### src/rtl/irq_aggr_pkg.sv
package irq_aggr_pkg;
   localparam int NSRC    = 8;
   localparam int DATA_W  = 8;
   localparam int SEC_BIT = 0;
   localparam int TXF_BIT = 1;
   localparam int TXC_BIT = 2;
   localparam int TXU_BIT = 3;
   localparam int RXU_BIT = 4;
   localparam int RX_NUM  = 4;
endpackage

### src/rtl/irq_tick_gen.sv
module irq_tick_gen #(
   parameter int CYCLES = 100_000_000
) (
   input  logic clk,
   input  logic rst_n,
   output logic tick
);
   generate
      if (CYCLES < 1) begin : g_bad
         $error("irq_tick_gen: CYCLES must be at least 1");
      end else if (CYCLES == 1) begin : g_every
         assign tick = 1'b1;
      end else begin : g_count
         localparam int CW = $clog2(CYCLES);
         localparam logic [CW-1:0] LAST = CW'(CYCLES - 1);
         logic [CW-1:0] cnt_q;
         always_ff @(posedge clk or negedge rst_n) begin
            if (!rst_n)            cnt_q <= '0;
            else if (cnt_q == LAST) cnt_q <= '0;
            else                   cnt_q <= cnt_q + 1'b1;
         end
         assign tick = (cnt_q == LAST);
      end
   endgenerate
endmodule

### src/rtl/irq_status_bank.sv
module irq_status_bank
   import irq_aggr_pkg::*;
(
   input  logic              clk,
   input  logic              rst_n,
   input  logic [NSRC-1:1]   req,
   input  logic [NSRC-1:1]   src_rd,
   input  logic              tick,
   input  logic              stat_rd,
   output logic [NSRC-1:0]   status
);
   logic [NSRC-1:1] sticky_q;
   logic            sec_q;

   always_ff @(posedge clk or negedge rst_n) begin
      if (!rst_n) sticky_q <= '0;
      else        sticky_q <= req | (sticky_q & ~src_rd);
   end

   // a new tick wins over a clearing read so no event is lost
   always_ff @(posedge clk or negedge rst_n) begin
      if (!rst_n)       sec_q <= 1'b0;
      else if (tick)    sec_q <= 1'b1;
      else if (stat_rd) sec_q <= 1'b0;
   end

   assign status = {sticky_q, sec_q};
endmodule

### src/rtl/irq_reg_port.sv
module irq_reg_port
   import irq_aggr_pkg::*;
#(
   parameter int ADDR_W  = 8,
   parameter int EN_ADDR = 4,
   parameter int ST_ADDR = 5
) (
   input  logic              clk,
   input  logic              rst_n,
   input  logic [ADDR_W-1:0] addr,
   input  logic              rd_stb,
   input  logic              wr_stb,
   input  logic [DATA_W-1:0] wdata,
   input  logic [NSRC-1:0]   status,
   output logic [NSRC-1:0]   en_q,
   output logic [DATA_W-1:0] rdata,
   output logic              stat_rd
);
   localparam logic [ADDR_W-1:0] EN_A = ADDR_W'(EN_ADDR);
   localparam logic [ADDR_W-1:0] ST_A = ADDR_W'(ST_ADDR);

   generate
      if (EN_ADDR == ST_ADDR) begin : g_bad_map
         $error("irq_reg_port: enable and status addresses collide");
      end
      if (EN_ADDR >= (1 << ADDR_W) || ST_ADDR >= (1 << ADDR_W)) begin : g_bad_w
         $error("irq_reg_port: address does not fit ADDR_W");
      end
      if (NSRC != DATA_W) begin : g_bad_d
         $error("irq_reg_port: source count must equal data width");
      end
   endgenerate

   assign stat_rd = rd_stb && (addr == ST_A);

   always_ff @(posedge clk or negedge rst_n) begin
      if (!rst_n)                      en_q <= '0;
      else if (wr_stb && addr == EN_A) en_q <= wdata;
   end

   always_ff @(posedge clk or negedge rst_n) begin
      if (!rst_n) rdata <= '0;
      else if (rd_stb) begin
         if (addr == EN_A)      rdata <= en_q;
         else if (addr == ST_A) rdata <= status;
         else                   rdata <= '0;
      end
   end
endmodule

### src/rtl/irq_aggr_top.sv
module irq_aggr_top
   import irq_aggr_pkg::*;
#(
   parameter int ADDR_W  = 8,
   parameter int EN_ADDR = 4,
   parameter int ST_ADDR = 5,
   parameter int CLK_HZ  = 100_000_000
) (
   input  logic              clk,
   input  logic              rst_n,
   input  logic [ADDR_W-1:0] addr,
   input  logic              rd_stb,
   input  logic              wr_stb,
   input  logic [7:0]        wdata,
   output logic [7:0]        rdata,
   input  logic [3:0]        rx_req,
   input  logic              tx_utopia_req,
   input  logic              tx_cp_req,
   input  logic              txf_feac_req,
   input  logic              txf_lapd_req,
   input  logic [7:1]        src_rd,
   output logic              irq_n
);
   localparam int TICK_CYCLES = CLK_HZ;

   logic [NSRC-1:1] req_vec;
   logic [NSRC-1:0] status_q;
   logic [NSRC-1:0] en_q;
   logic            tick;
   logic            stat_rd;

   assign req_vec[TXF_BIT] = txf_feac_req | txf_lapd_req;
   assign req_vec[TXC_BIT] = tx_cp_req;
   assign req_vec[TXU_BIT] = tx_utopia_req;
   assign req_vec[NSRC-1:RXU_BIT] = rx_req;

   irq_tick_gen #(.CYCLES(TICK_CYCLES)) tick_i (
      .clk(clk), .rst_n(rst_n), .tick(tick)
   );

   irq_status_bank stat_i (
      .clk(clk), .rst_n(rst_n), .req(req_vec), .src_rd(src_rd),
      .tick(tick), .stat_rd(stat_rd), .status(status_q)
   );

   irq_reg_port #(.ADDR_W(ADDR_W), .EN_ADDR(EN_ADDR), .ST_ADDR(ST_ADDR)) port_i (
      .clk(clk), .rst_n(rst_n), .addr(addr), .rd_stb(rd_stb), .wr_stb(wr_stb),
      .wdata(wdata), .status(status_q), .en_q(en_q), .rdata(rdata),
      .stat_rd(stat_rd)
   );

   assign irq_n = ~|(status_q & en_q);
endmodule

### config.mk
export PLATFORM = sky130hd
export DESIGN_NAME = irq_aggr_top
export DESIGN_NICKNAME = d
export VERILOG_FILES = /design/src/rtl/irq_aggr_pkg.sv /design/src/rtl/irq_tick_gen.sv /design/src/rtl/irq_status_bank.sv /design/src/rtl/irq_reg_port.sv /design/src/rtl/irq_aggr_top.sv
export SDC_FILE = /design/constraint.sdc
export NUM_CORES = 1
export LEC_CHECK = 0
export CORE_AREA = 8 8 80 82
export CTS_BUF_LIST = sky130_fd_sc_hd__clkbuf_8
export CTS_CLUSTER_DIAMETER = 60
export DETAILED_ROUTE_END_ITERATION = 10
export DIE_AREA = 0 0 88 90
export DONT_BUFFER_PORTS = 1
export GPL_ROUTABILITY_DRIVEN = 0
export HOLD_SLACK_MARGIN = 0.1
export PLACE_DENSITY = 0.62
export SLEW_MARGIN = 20
export SYNTH_ARGS = -nofsm -noshare
export SYNTH_HDL_FRONTEND = slang
export SYNTH_SLANG_ARGS = --single-unit
### constraint.sdc
create_clock -name clk -period 2 [get_ports clk]
set_input_delay 0.1 -clock clk [delete_from_list [all_inputs] [get_ports clk]]
set_output_delay 0.1 -clock clk [all_outputs]
set_load 0.01 [all_outputs]
Word-level counts from Yosys, hierarchy flattened --
Cells that the tools add are included.
Word-level totals: bits in registers 51, output and inout port bits 9
Operators by class: add/sub/neg operators 1, eq/ne operators 3, muxes and demuxes 5, bitwise gates (word level) 5, reductions and logical operators 5
Operator list (count):
- 27-bit by 1-bit adder with 27-bit output, second input constant | 1
- 27-bit equality test, second input constant | 1
- 27-bit 2-to-1 mux | 1
- 8-bit by 3-bit equality test with 1-bit output, second input constant | 2
- 8-bit 2-to-1 mux | 2
- 8-bit AND | 1
- 8-bit OR reduction | 1
- 7-bit AND | 1
- 7-bit NOT | 1
- 7-bit OR | 1
- 1-bit logical AND | 2
- 1-bit 2-to-1 mux | 2
- 2-bit nonzero test | 1
- 1-bit zero test | 1
- 1-bit OR | 1

Logic depth before layout (Yosys ltp) --
Gate-level depths: netlist of the first run.
depth in word-level cells 4, mapped depth 6

By module --
From an unflattened synthesis of the first run, not the netlist that was laid out.
Unflattened totals: cells, all modules 230, area total of the unflattened synthesis 2442.3 um^2
By module, submodules not included:
- irq_tick_gen | instances 1, cells each 134, area an instance 1332.5 um^2, sequential area each 675.6 um^2
- irq_reg_port | instances 1, cells each 65, area an instance 767.0 um^2, sequential area each 400.4 um^2
- irq_status_bank | instances 1, cells each 25, area an instance 297.8 um^2, sequential area each 200.2 um^2
- irq_aggr_top | instances 1, cells each 6, area an instance 45.0 um^2, sequential area each 0.0 um^2

Worst setup path before layout of the first run --
No wires, ideal clock.
path kind reg-to-reg, start point register tick_i.g_count.cnt_q[2], end point register tick_i.g_count.cnt_q[23], library setup time 0.077 ns, arrival 1.790 ns, required time 1.923 ns, slack 0.133 ns, cell stages (with the launch flop) 6, clock period less this slack 1.867 ns, cells stage by stage dfrtp_1 > nand3_2 > or4_1 > clkbuf_2 > or4_1 > a21oi_1
Between the ends: cells in the longest elaborated chain, start to end 2, elaborated cells on any way between the ends 3
RTL lines:
- start: declaration | line irq_tick_gen.sv:16 | logic [CW-1:0] cnt_q;
- start signal: assignment | line irq_tick_gen.sv:20 | else cnt_q <= cnt_q + 1'b1;
- 27-bit by 1-bit adder with 27-bit output / 27-bit equality test (equally long branches) | line irq_tick_gen.sv:20, irq_tick_gen.sv:19
- 27-bit 2-to-1 mux (*) | line irq_tick_gen.sv:19 | else if (cnt_q == LAST) cnt_q <= '0;
Every way passes the cells marked *; elsewhere a longest branch is shown, timed or not. A chain may end at the register's enable or synchronous reset.

Final worst setup path of the first run --
Same ends and word-level chain as after synthesis.

==> results.cfg, run 1 <==
[worst_setup_path]
end_kind = flop
start_kind = flop
crit_type = reg2reg
cpPeakStageDelay_ns = 0.58
path_max_fanout = 6
cp_common_cell = or4_1
arrival_ns = 2.09
rr_worst_depth = 4
slowest_stage = or4_1
worstPathRequired_ns = 2.23
path_cells = nand3_2 -> or4_1 -> or4_1 -> a21oi_1

[timing]
fin_crit_ns = 1.85
hold_viol_final = 0
setup_ws_ns = 0.149
tns_ns = 0
whs_ns = 0.129
tightestPinTransition_ns = 0.618
relSlewSlack = 0.585
fmax_mhz = 540
period_share = 0.926
slew_violations = 0
setup_viol = 0
rsz0062_at_grt = false
finClkSkew_ns = 0.00957

[synthesis]
synth_edf_count = 0
synth_seq_cells = 51
synth-async-reset-ratio = 1.00
seq_area_frac_synth = 0.519
syn_avg_cell_area_um2 = 10.5
synth_flop_cell = dfrtp_1
synthCells = 233
syn_nets = 269
netlist_area_um2 = 2460
synth_cell_type_count = 46
yosys_warnings = 0

[cts]
post-cts-setup-buffers = 0
cts_buffer_depth = 2
cts_htree_levels = 2
cts-root-buf = clkbuf_8
cts_tree = yes
numCtsBuffers = 5
clk_latency_ns = 0.30
clk_pin_slew_ns = 0.09
cts_num_sinks = 51

[global_route]
use_met2 = 0.240
grt_pass1_vias = 1944
grt_use_met3 = 0.0437
antenna_found_initial = 0
top_usage_layer = met2
met1_usage = 0.171
globalRouteTotalUtil = 0.144
grt_pass1_wl_um = 9050
grt_start_max_net_pins = 52
gr-total-overflow = 0

[floorplanning]
rows = 27
core_area_um2 = 5240
fp.dieW_um = 88
start_util = 0.469
ioPinCount = 44
dieHeight_um = 90
design.die.area_um2 = 7920

[place]
dpl.hpwl_um = 3800
place_inst = 308
portBuffers = 0
pre_cts_slack_ns = 0.129

[drt]
drc_errors = 0
wire_per_inst_um = 15.7
drtIter0Drc = 81
first_pass_iters = 4
drt-vias-per-instance = 5.37
antenna_left = 0
num_vias = 1841
wirelength_um = 5390

[hold_path]
holdPathStages = 2
hp-class = in2reg

[cells_and_area]
drive_gt1_frac = 0.137
stdcell_count = 343
antenna_cells = 0
fillerInstances = 442
synthToLayoutAreaGrowth_pct = 22.1
nNetsFinal = 306

[flow_run]
drv_cap = 0

[outcome]
status = finished clean

[power]
power_density_nw_per_um2 = 627
p_leak_nw = 1.29
finalPower_mw = 1.88
max-vdd-ir-drop_mv = 0.316
metrics by stage:
stage | area, µm² | util
floorplan | 2460 | -
global placement | 2600 | 0.496
detailed placement | 2600 | 0.496
CTS | 3000 | 0.573
global route | 3000 | 0.573
finish | 3000 | 0.573
layout make-up:
| class | count | area, µm² | share of cell area |
|---|---|---|---|
| tap | 72 | 90.1 | 0.0300 |
| multi-input combinational | 155 | 1080 | 0.360 |
| clock inverter | 3 | 43.8 | 0.0146 |
| timing repair buffer | 38 | 370 | 0.123 |
| inverter | 19 | 71.3 | 0.0238 |
| sequential | 51 | 1280 | 0.425 |
| clock buffer | 5 | 68.8 | 0.0229 |
layer usage:
layer,share of wire,vias up
met5,0,-
met4,0.011,0
met3,0.069,5
met2,0.50,44
met1,0.42,871
li1,-,921
cells in the final DEF (no fill, tap or decap), types with 2 or more instances in the layout:
master         count
nand2_1            7
or4_1              4
nand4_1           10
nor4b_1            2
and3_1             4
nor3_1             4
mux2_2             8
inv_1             19
dlygate4sd3_1     26
o21ai_0            5
nor2_1            12
and4_1             2
o31ai_1            3
a22oi_1            4
xor2_1             6
nor4_1             5
nand3_1           15
a21o_1             6
buf_4             11
dfrtp_1           51
clkbuf_8           5
or3_1              2
mux2i_1           10
a21oi_1            8
and2_1             2
o22ai_1            8
xnor2_1            9
cell usage after synthesis, drive strengths merged (2+ instances only):
cell	number	area, µm²
dfrtp	51	1280
inv	19	71.3
nand3	16	85.1
nor2	12	45.0
mux2i	10	100
nand4	10	62.6
xnor2	9	78.8
a21oi	8	40.0
mux2	8	90.1
o22ai	8	50.1
nand2	7	26.3
a21o	6	45.0
clkbuf	6	23.8
xor2	6	52.6
and3	5	32.5
nor3	5	30.0
nor4	5	31.3
o21ai	5	25.0
or4	5	37.5
a22oi	4	30.0
o31ai	3	22.5
or3	3	20.0
and2	2	12.5
and4	2	17.5
buf	2	8.75
nor4b	2	17.5
what timing repair did:
item	CTS	global route
setup endpoints to repair	0	2
hold buffers	27	0
endpoints found under the hold margin	75	0
gates resized for setup	0	1
critical path, delay by kind of cell, from the launching register on:
family | cells | cell delay, ns
AND/OR/NAND/NOR | 3 | 1.18
flip-flops | 1 | 0.46
AO/OA/AOI/OAI | 1 | 0.15
power breakdown:
group | total, mW | internal (mW) | switching [mW]
sequential | 1.06 | 1.05 | 0.0137
clock | 0.703 | 0.372 | 0.330
combinational | 0.120 | 0.0680 | 0.0516
cell families (layout without fill, tap and decap cells):
group                      after synthesis  in the layout  synth area share
buffers and inverters                   27             65            0.0423
AOI/OAI and AO/OA                       38             38             0.102
adders and majority gates                1              1           0.00509
DFF                                     51             51             0.519
muxes                                   18             18            0.0774
xor gates and xnor gates                15             15            0.0535
and+or+nand+nor                         83             83             0.201
flip-flops by register name, indices dropped and copies added (netlist names):
signal and cells:
tick_i.g_count.cnt_q 27, stat_i.sec_q 1, port_i.rdata 8, port_i.en_q 8
stat_i.sticky_q 7
final timing paths:
check	from	to	slack, ns
hold / removal	rd_stb	port_i.rdata[2]	0.13
max in group asynchronous	rst_n	tick_i.g_count.cnt_q[22]	1.45
hold reg to reg	tick_i.g_count.cnt_q[24]	tick_i.g_count.cnt_q[24]	0.50
min in group asynchronous	rst_n	port_i.rdata[7]	0.31
setup reg to reg	tick_i.g_count.cnt_q[2]	tick_i.g_count.cnt_q[23]	0.15
setup / recovery	tick_i.g_count.cnt_q[2]	tick_i.g_count.cnt_q[23]	0.15
No activity file was read; power rests on OpenSTA's default activity.
==> run 2: changes to the inputs <==
--- a/config.mk
+++ b/config.mk
@@ -5,15 +5,15 @@
 export SDC_FILE = /design/constraint.sdc
 export NUM_CORES = 1
 export LEC_CHECK = 0
-export CORE_AREA = 8 8 80 82
+export CORE_AREA = 8 8 93 95
 export CTS_BUF_LIST = sky130_fd_sc_hd__clkbuf_8
 export CTS_CLUSTER_DIAMETER = 60
 export DETAILED_ROUTE_END_ITERATION = 10
-export DIE_AREA = 0 0 88 90
+export DIE_AREA = 0 0 101 103
 export DONT_BUFFER_PORTS = 1
 export GPL_ROUTABILITY_DRIVEN = 0
 export HOLD_SLACK_MARGIN = 0.1
-export PLACE_DENSITY = 0.62
+export PLACE_DENSITY = 0.47
 export SLEW_MARGIN = 20
 export SYNTH_ARGS = -nofsm -noshare
 export SYNTH_HDL_FRONTEND = slang
==> run 2 against run 1 <==
- worst setup slack lost 0.024 ns
- routed wire length is 6.8% higher
- cell area up 0.25%
- flip-flop and latch count stayed put
- register-to-register slack worse by 0.02 ns
- critical path type unchanged
- highest routed layer unchanged
==> results.cfg, run 2 (synthesis gave the netlist of run 1 again) <==
[outcome]
status = finished clean

[global_route]
globalRouteTotalUtil = 0.117
grt_start_max_net_pins = 52
grt_pass1_vias = 1874
gr-total-overflow = 0
grt_pass1_wl_um = 9570
antenna_found_initial = 0

[floorplanning]
core_area_um2 = 7140
fp.dieW_um = 101
dieHeight_um = 103
design.die.area_um2 = 10400
rows = 31
start_util = 0.344
ioPinCount = 44

[cts]
clk_pin_slew_ns = 0.09
numCtsBuffers = 5
post-cts-setup-buffers = 0
cts_tree = yes
cts_num_sinks = 51
cts-root-buf = clkbuf_8
cts_buffer_depth = 2
clk_latency_ns = 0.30
cts_htree_levels = 2

[cells_and_area]
regMostFlops = tick_i.g_count.cnt_q
largest_registers = tick_i.g_count.cnt_q (27), port_i.en_q (8), port_i.rdata (8)
drive_gt1_frac = 0.133
final_cell_mix = 51 x dfrtp_1, 26 x dlygate4sd3_1, 19 x inv_1, 15 x nand3_1
stdcell_area_um2 = 3010
largest_reg_flops = 27
final_common_cell = dfrtp_1
stdcell_count = 370
antenna_cells = 0
nNetsFinal = 307
synthToLayoutAreaGrowth_pct = 22.5

[timing]
tightestPinTransition_ns = 0.556
setup_ws_ns = 0.125
slew_violations = 0
finClkSkew_ns = 0.0104
tns_ns = 0
setup_viol = 0
whs_ns = 0.134
rsz0062_at_grt = false
fmax_mhz = 533
hold_viol_final = 0
fin_crit_ns = 1.88
period_share = 0.938
relSlewSlack = 0.626

[drt]
num_vias = 1833
drtIter0Drc = 116
wirelength_um = 5760
antenna_left = 0
drc_errors = 0
first_pass_iters = 4
wire_per_inst_um = 15.6
drt-vias-per-instance = 4.95

[worst_setup_path]
cp_top_family = simple AND/OR/NAND/NOR gates
slowest_stage = or4_1
cp.depth = 5
rr_worst_depth = 5
path_max_fanout = 5
crit_type = reg2reg
path_cells = ha_1 -> nand4_1 -> or4_1 -> or3_1 -> a21oi_1
start_kind = flop
path_buf_inv = 0
startpoint = tick_i.g_count.cnt_q[0]
worstPathRequired_ns = 2.23
end_kind = flop
cpPeakStageDelay_ns = 0.62
arrival_ns = 2.10
reg2reg_from = tick_i.g_count.cnt_q[0]

[place]
place_area_um2 = 2640
place_inst = 336
dpl.hpwl_um = 4190
pre_cts_slack_ns = 0.135
portBuffers = 0

[power]
p_leak_nw = 1.29
power_density_nw_per_um2 = 585
max-vdd-ir-drop_mv = 0.223

[hold_path]
hp-start = addr[7]
hp-class = in2reg
holdPathStages = 3

[flow_run]
drv_cap = 0
## run 2: changes by cell type in the layout (fill, tap and decap cells not counted), sizes merged
cell / previous run / this run
buf: 12 / 13
bufinv: 1 / 0
## run 2: report_power, final
part           switching [mW]  internal (mW)  total, mW
combinational          0.0525         0.0681      0.121
clock                   0.336          0.240      0.577
sequential             0.0142           1.05       1.06
total                   0.403           1.36       1.76
## run 2: what timing repair did
action                                  in CTS  in global routing
hold buffers                                27                  0
endpoints found under the setup margin       0                  0
gates resized for setup                      0                  0
hold endpoints to repair                    75                  0
## run 2: final cells by class
type	count	area [µm²]
clock buffer	5	68.8
clock inverter	2	13.8
fill	720	4130
inverter	19	71.3
multi-input combinational	155	1080
sequential	51	1280
tap	99	124
timing repair buffer	39	378
## run 2: final timing paths
path	end	slack [ns]
worst max-delay path	tick_i.g_count.cnt_q[20]	0.12
worst min-delay path	stat_i.sec_q	0.13
worst max register to register	tick_i.g_count.cnt_q[20]	0.12
worst min register to register	tick_i.g_count.cnt_q[25]	0.51
max in group asynchronous	tick_i.g_count.cnt_q[6]	1.46
min in group asynchronous	stat_i.sticky_q[6]	0.30
## run 2: stage by stage
stage          power, mW   util
2_1_floorplan       1.12      -
5_1_grt             1.84  0.422
3_3_place_gp        1.13  0.370
3_5_place_dp        1.13  0.370
4_1_cts             1.80  0.422
6_report            1.76  0.422
## run 2: worst min-delay path, stage by stage
cell and delay [ns]:
nand4bb_1 0.13, o21ai_0 0.11, nand2b_1 0.07
## run 2: layer usage
metal  GRT usage  part of all wire  wire, µm  vias up
met5           0                 0         0        -
met4      0.0344            0.0092        53        0
met3      0.0324             0.059       337        7
met2       0.199              0.47      2730       44
met1       0.142              0.46      2640      858
li1            -                 -         -      924
==> run 3: changes to the inputs <==
--- a/config.mk
+++ b/config.mk
@@ -13,8 +13,9 @@
 export DONT_BUFFER_PORTS = 1
 export GPL_ROUTABILITY_DRIVEN = 0
 export HOLD_SLACK_MARGIN = 0.1
-export PLACE_DENSITY = 0.47
+export PLACE_DENSITY = 0.45
 export SLEW_MARGIN = 20
 export SYNTH_ARGS = -nofsm -noshare
 export SYNTH_HDL_FRONTEND = slang
+export SYNTH_HIERARCHICAL = 1
 export SYNTH_SLANG_ARGS = --single-unit
==> constraint.sdc (replaced) <==
create_clock -name clk -period 1.9 [get_ports clk]
set_input_delay 0.095 -clock clk [delete_from_list [all_inputs] [get_ports clk]]
set_output_delay 0.095 -clock clk [all_outputs]
set_load 0.01 [all_outputs]
==> run 3 against run 2 <==
- via count rose by 1.7%
- worst setup slack got worse by 0.087 ns
- fmax rose by 0.68%
- first-iteration DRC count fell by 43%
- register-to-register slack got worse by 0.09 ns
- combinational power rose by 15%
- worst hold slack got worse by 0.026 ns
- critical path type unchanged
- global-route usage barely moved
- clock skew fell by 0.0067 ns
- critical endpoint is now tick_i/g_count.cnt_q[20]
- largest power group unchanged
- utilization rose by 2.8 points
==> results.cfg, run 3 <==
[outcome]
status = finished clean

[cts]
numCtsBuffers = 5
clk_pin_slew_ns = 0.09
cts_htree_levels = 2
cts-root-buf = clkbuf_8
cts_buffer_depth = 2
cts_tree = yes
clk_latency_ns = 0.30
cts_num_sinks = 51

[power]
switching_share = 0.203
power_density_nw_per_um2 = 667
p_clk_frac = 0.413
seq_power_share = 0.522
internal-power_mw = 1.71
finalPower_mw = 2.14
p_leak_nw = 1.43
power_frac_comb = 0.065
p_switching_uw = 435
max-vdd-ir-drop_mv = 0.315

[hold_path]
hp-class = in2reg
hp-start = addr[0]
min_to = port_i/rdata[6]
holdPathStages = 3

[drt]
wire_per_inst_um = 14.8
antenna_left = 0
drtIter0Drc = 66
wirelength_um = 5710
first_pass_iters = 4
num_vias = 1865
drc_errors = 0
drt-vias-per-instance = 4.84

[global_route]
antenna_found_initial = 0
gr-total-overflow = 0
grt_pass1_vias = 1985
globalRouteTotalUtil = 0.117
grt_start_max_net_pins = 52
grt_pass1_wl_um = 9560

[cells_and_area]
largest_reg_flops = 27
drive_gt1_frac = 0.241
multi_input_area_um2 = 1080
final_common_cell = dfrtp_1
antenna_cells = 0
final_util = 0.449
regMostFlops = tick_i/g_count.cnt_q
synthToLayoutAreaGrowth_pct = 31.3
fillerInstances = 719
nNetsFinal = 321
seqCellArea_um2 = 1280
final_cell_mix = 51 x dfrtp_1, 28 x dlygate4sd3_1, 27 x buf_4, 21 x inv_1, 21 x nand2_1
largest_registers = tick_i/g_count.cnt_q (27), port_i/en_q (8), port_i/rdata (8)

[synthesis]
yosysTopAreaCellShare = 0.523
syn_avg_cell_area_um2 = 10.6
synth_edf_count = 0
synthCells = 230
synth.area.top_cells = dfrtp_1 52%, mux2_2 7.4%, nand2_1 3.2%
synth_flop_cell = dfrtp_1
synth_cell_type_count = 41
synth-async-reset-ratio = 1.00
synth_most_common_cell = dfrtp_1
synth_common_cells = 51 x dfrtp_1, 21 x nand2_1, 20 x inv_1
syn_nets = 266
synth_top_cell_by_area = dfrtp_1
synth_seq_cells = 51
yosys_warnings = 6
seq_area_frac_synth = 0.523
netlist_area_um2 = 2440

[worst_setup_path]
crit_type = reg2reg
worstReg2RegEnd = tick_i/g_count.cnt_q[20]
arrival_ns = 2.10
end_kind = flop
worstPathRequired_ns = 2.14
path_max_fanout = 2
reg2reg_from = tick_i/g_count.cnt_q[0]
rr_worst_depth = 5
start_kind = flop
r2r_setup_slack_ns = 0.04

[timing]
rsz0062_at_grt = true
hold_viol_final = 0
finClkSkew_ns = 0.00372
tightestPinTransition_ns = 0.549
setup_ws_ns = 0.0376
whs_ns = 0.108
fin_crit_ns = 1.86
setup_viol = 0
relSlewSlack = 0.633
period_share = 0.980
fmax_mhz = 537
slew_violations = 0

[flow_run]
drv_cap = 0

[floorplanning]
start_util = 0.342
dieHeight_um = 103
ioPinCount = 44
rows = 31
fp.dieW_um = 101
design.die.area_um2 = 10400
core_area_um2 = 7140

[place]
portBuffers = 0
dpl.hpwl_um = 3880
pre_cts_slack_ns = -0.0262
## run 3: per-layer routing
metal  routed length (µm)  share of wire  up-vias  global-route usage
li1                     -              -      924                   -
met1                 2570           0.45      897               0.137
met2                 2760           0.48       35               0.204
met3                  284          0.050        9              0.0243
met4                   86          0.015        0              0.0493
met5                    0              0        -                   0
## run 3: power groups by stage
| stage | clock network [mW] | logic [mW] | registers (mW) |
|---|---|---|---|
| 3_5_place_dp | 0 | 0.0594 | 1.14 |
| 3_3_place_gp | 0 | 0.0587 | 1.14 |
| 4_1_cts | 0.918 | 0.143 | 1.12 |
| 5_1_grt | 0.965 | 0.156 | 1.12 |
| 2_1_floorplan | 0 | 0.0598 | 1.13 |
| 6_report | 0.884 | 0.139 | 1.12 |
## run 3: worst max path at each step
stage / start / to / slack [ns] / cells after the start
floorplan: tick_i/g_count.cnt_q[0] / tick_i/g_count.cnt_q[20] / -0.004 / 6
global placement: tick_i/g_count.cnt_q[7] / tick_i/g_count.cnt_q[26] / 0.008 / 4
detailed placement: tick_i/g_count.cnt_q[7] / tick_i/g_count.cnt_q[26] / -0.03 / 4
CTS: tick_i/g_count.cnt_q[0] / tick_i/g_count.cnt_q[18] / 0.0007 / 6
global route: tick_i/g_count.cnt_q[15] / tick_i/g_count.cnt_q[26] / -0.02 / 4
finish: tick_i/g_count.cnt_q[0] / tick_i/g_count.cnt_q[20] / 0.04 / 5
## run 3: kinds of logic after synthesis
group           after synthesis  share of synthesized area
buf+inv                      29                     0.0502
fa+ha+maj                     1                    0.00512
simple gates                 77                      0.188
xor+xnor                     13                     0.0466
mux                          16                     0.0738
compound gates               43                      0.114
flops                        51                      0.523
## run 3: critical path, stage by stage, from the launching register on
cell and delay, ns:
dfrtp_1 0.37, ha_2 0.19, and2_4 0.14, or4b_4 0.47
or4_4 0.50, a21oi_2 0.14
## run 3: layout make-up
| class | count | share of cell area |
|---|---|---|
| multi-input cells | 150 | 0.336 |
| flip-flops and latches | 51 | 0.398 |
| clock inverters | 3 | 0.0199 |
| well taps | 99 | 0.0386 |
| inverters | 20 | 0.0234 |
| repair buffers | 57 | 0.163 |
| clock buffers | 5 | 0.0215 |
## run 3: through the flow
step                      TNS (ns)  cell area [µm²]  instances
after global placement           0             2700        344
after detailed placement   -0.0262             2700        344
final                            0             3210        385
after global routing       -0.0416             3210        385
after CTS                        0             3150        382
after floorplan           -0.00367             2450        230
## run 3: what timing repair did
item                                   CTS  global route
setup buffers                            1             3
endpoints found under the hold margin   75             0
setup endpoints to repair                3            16
pin swaps                                0             3
gates resized for setup                  0             9
hold buffers                            29             0
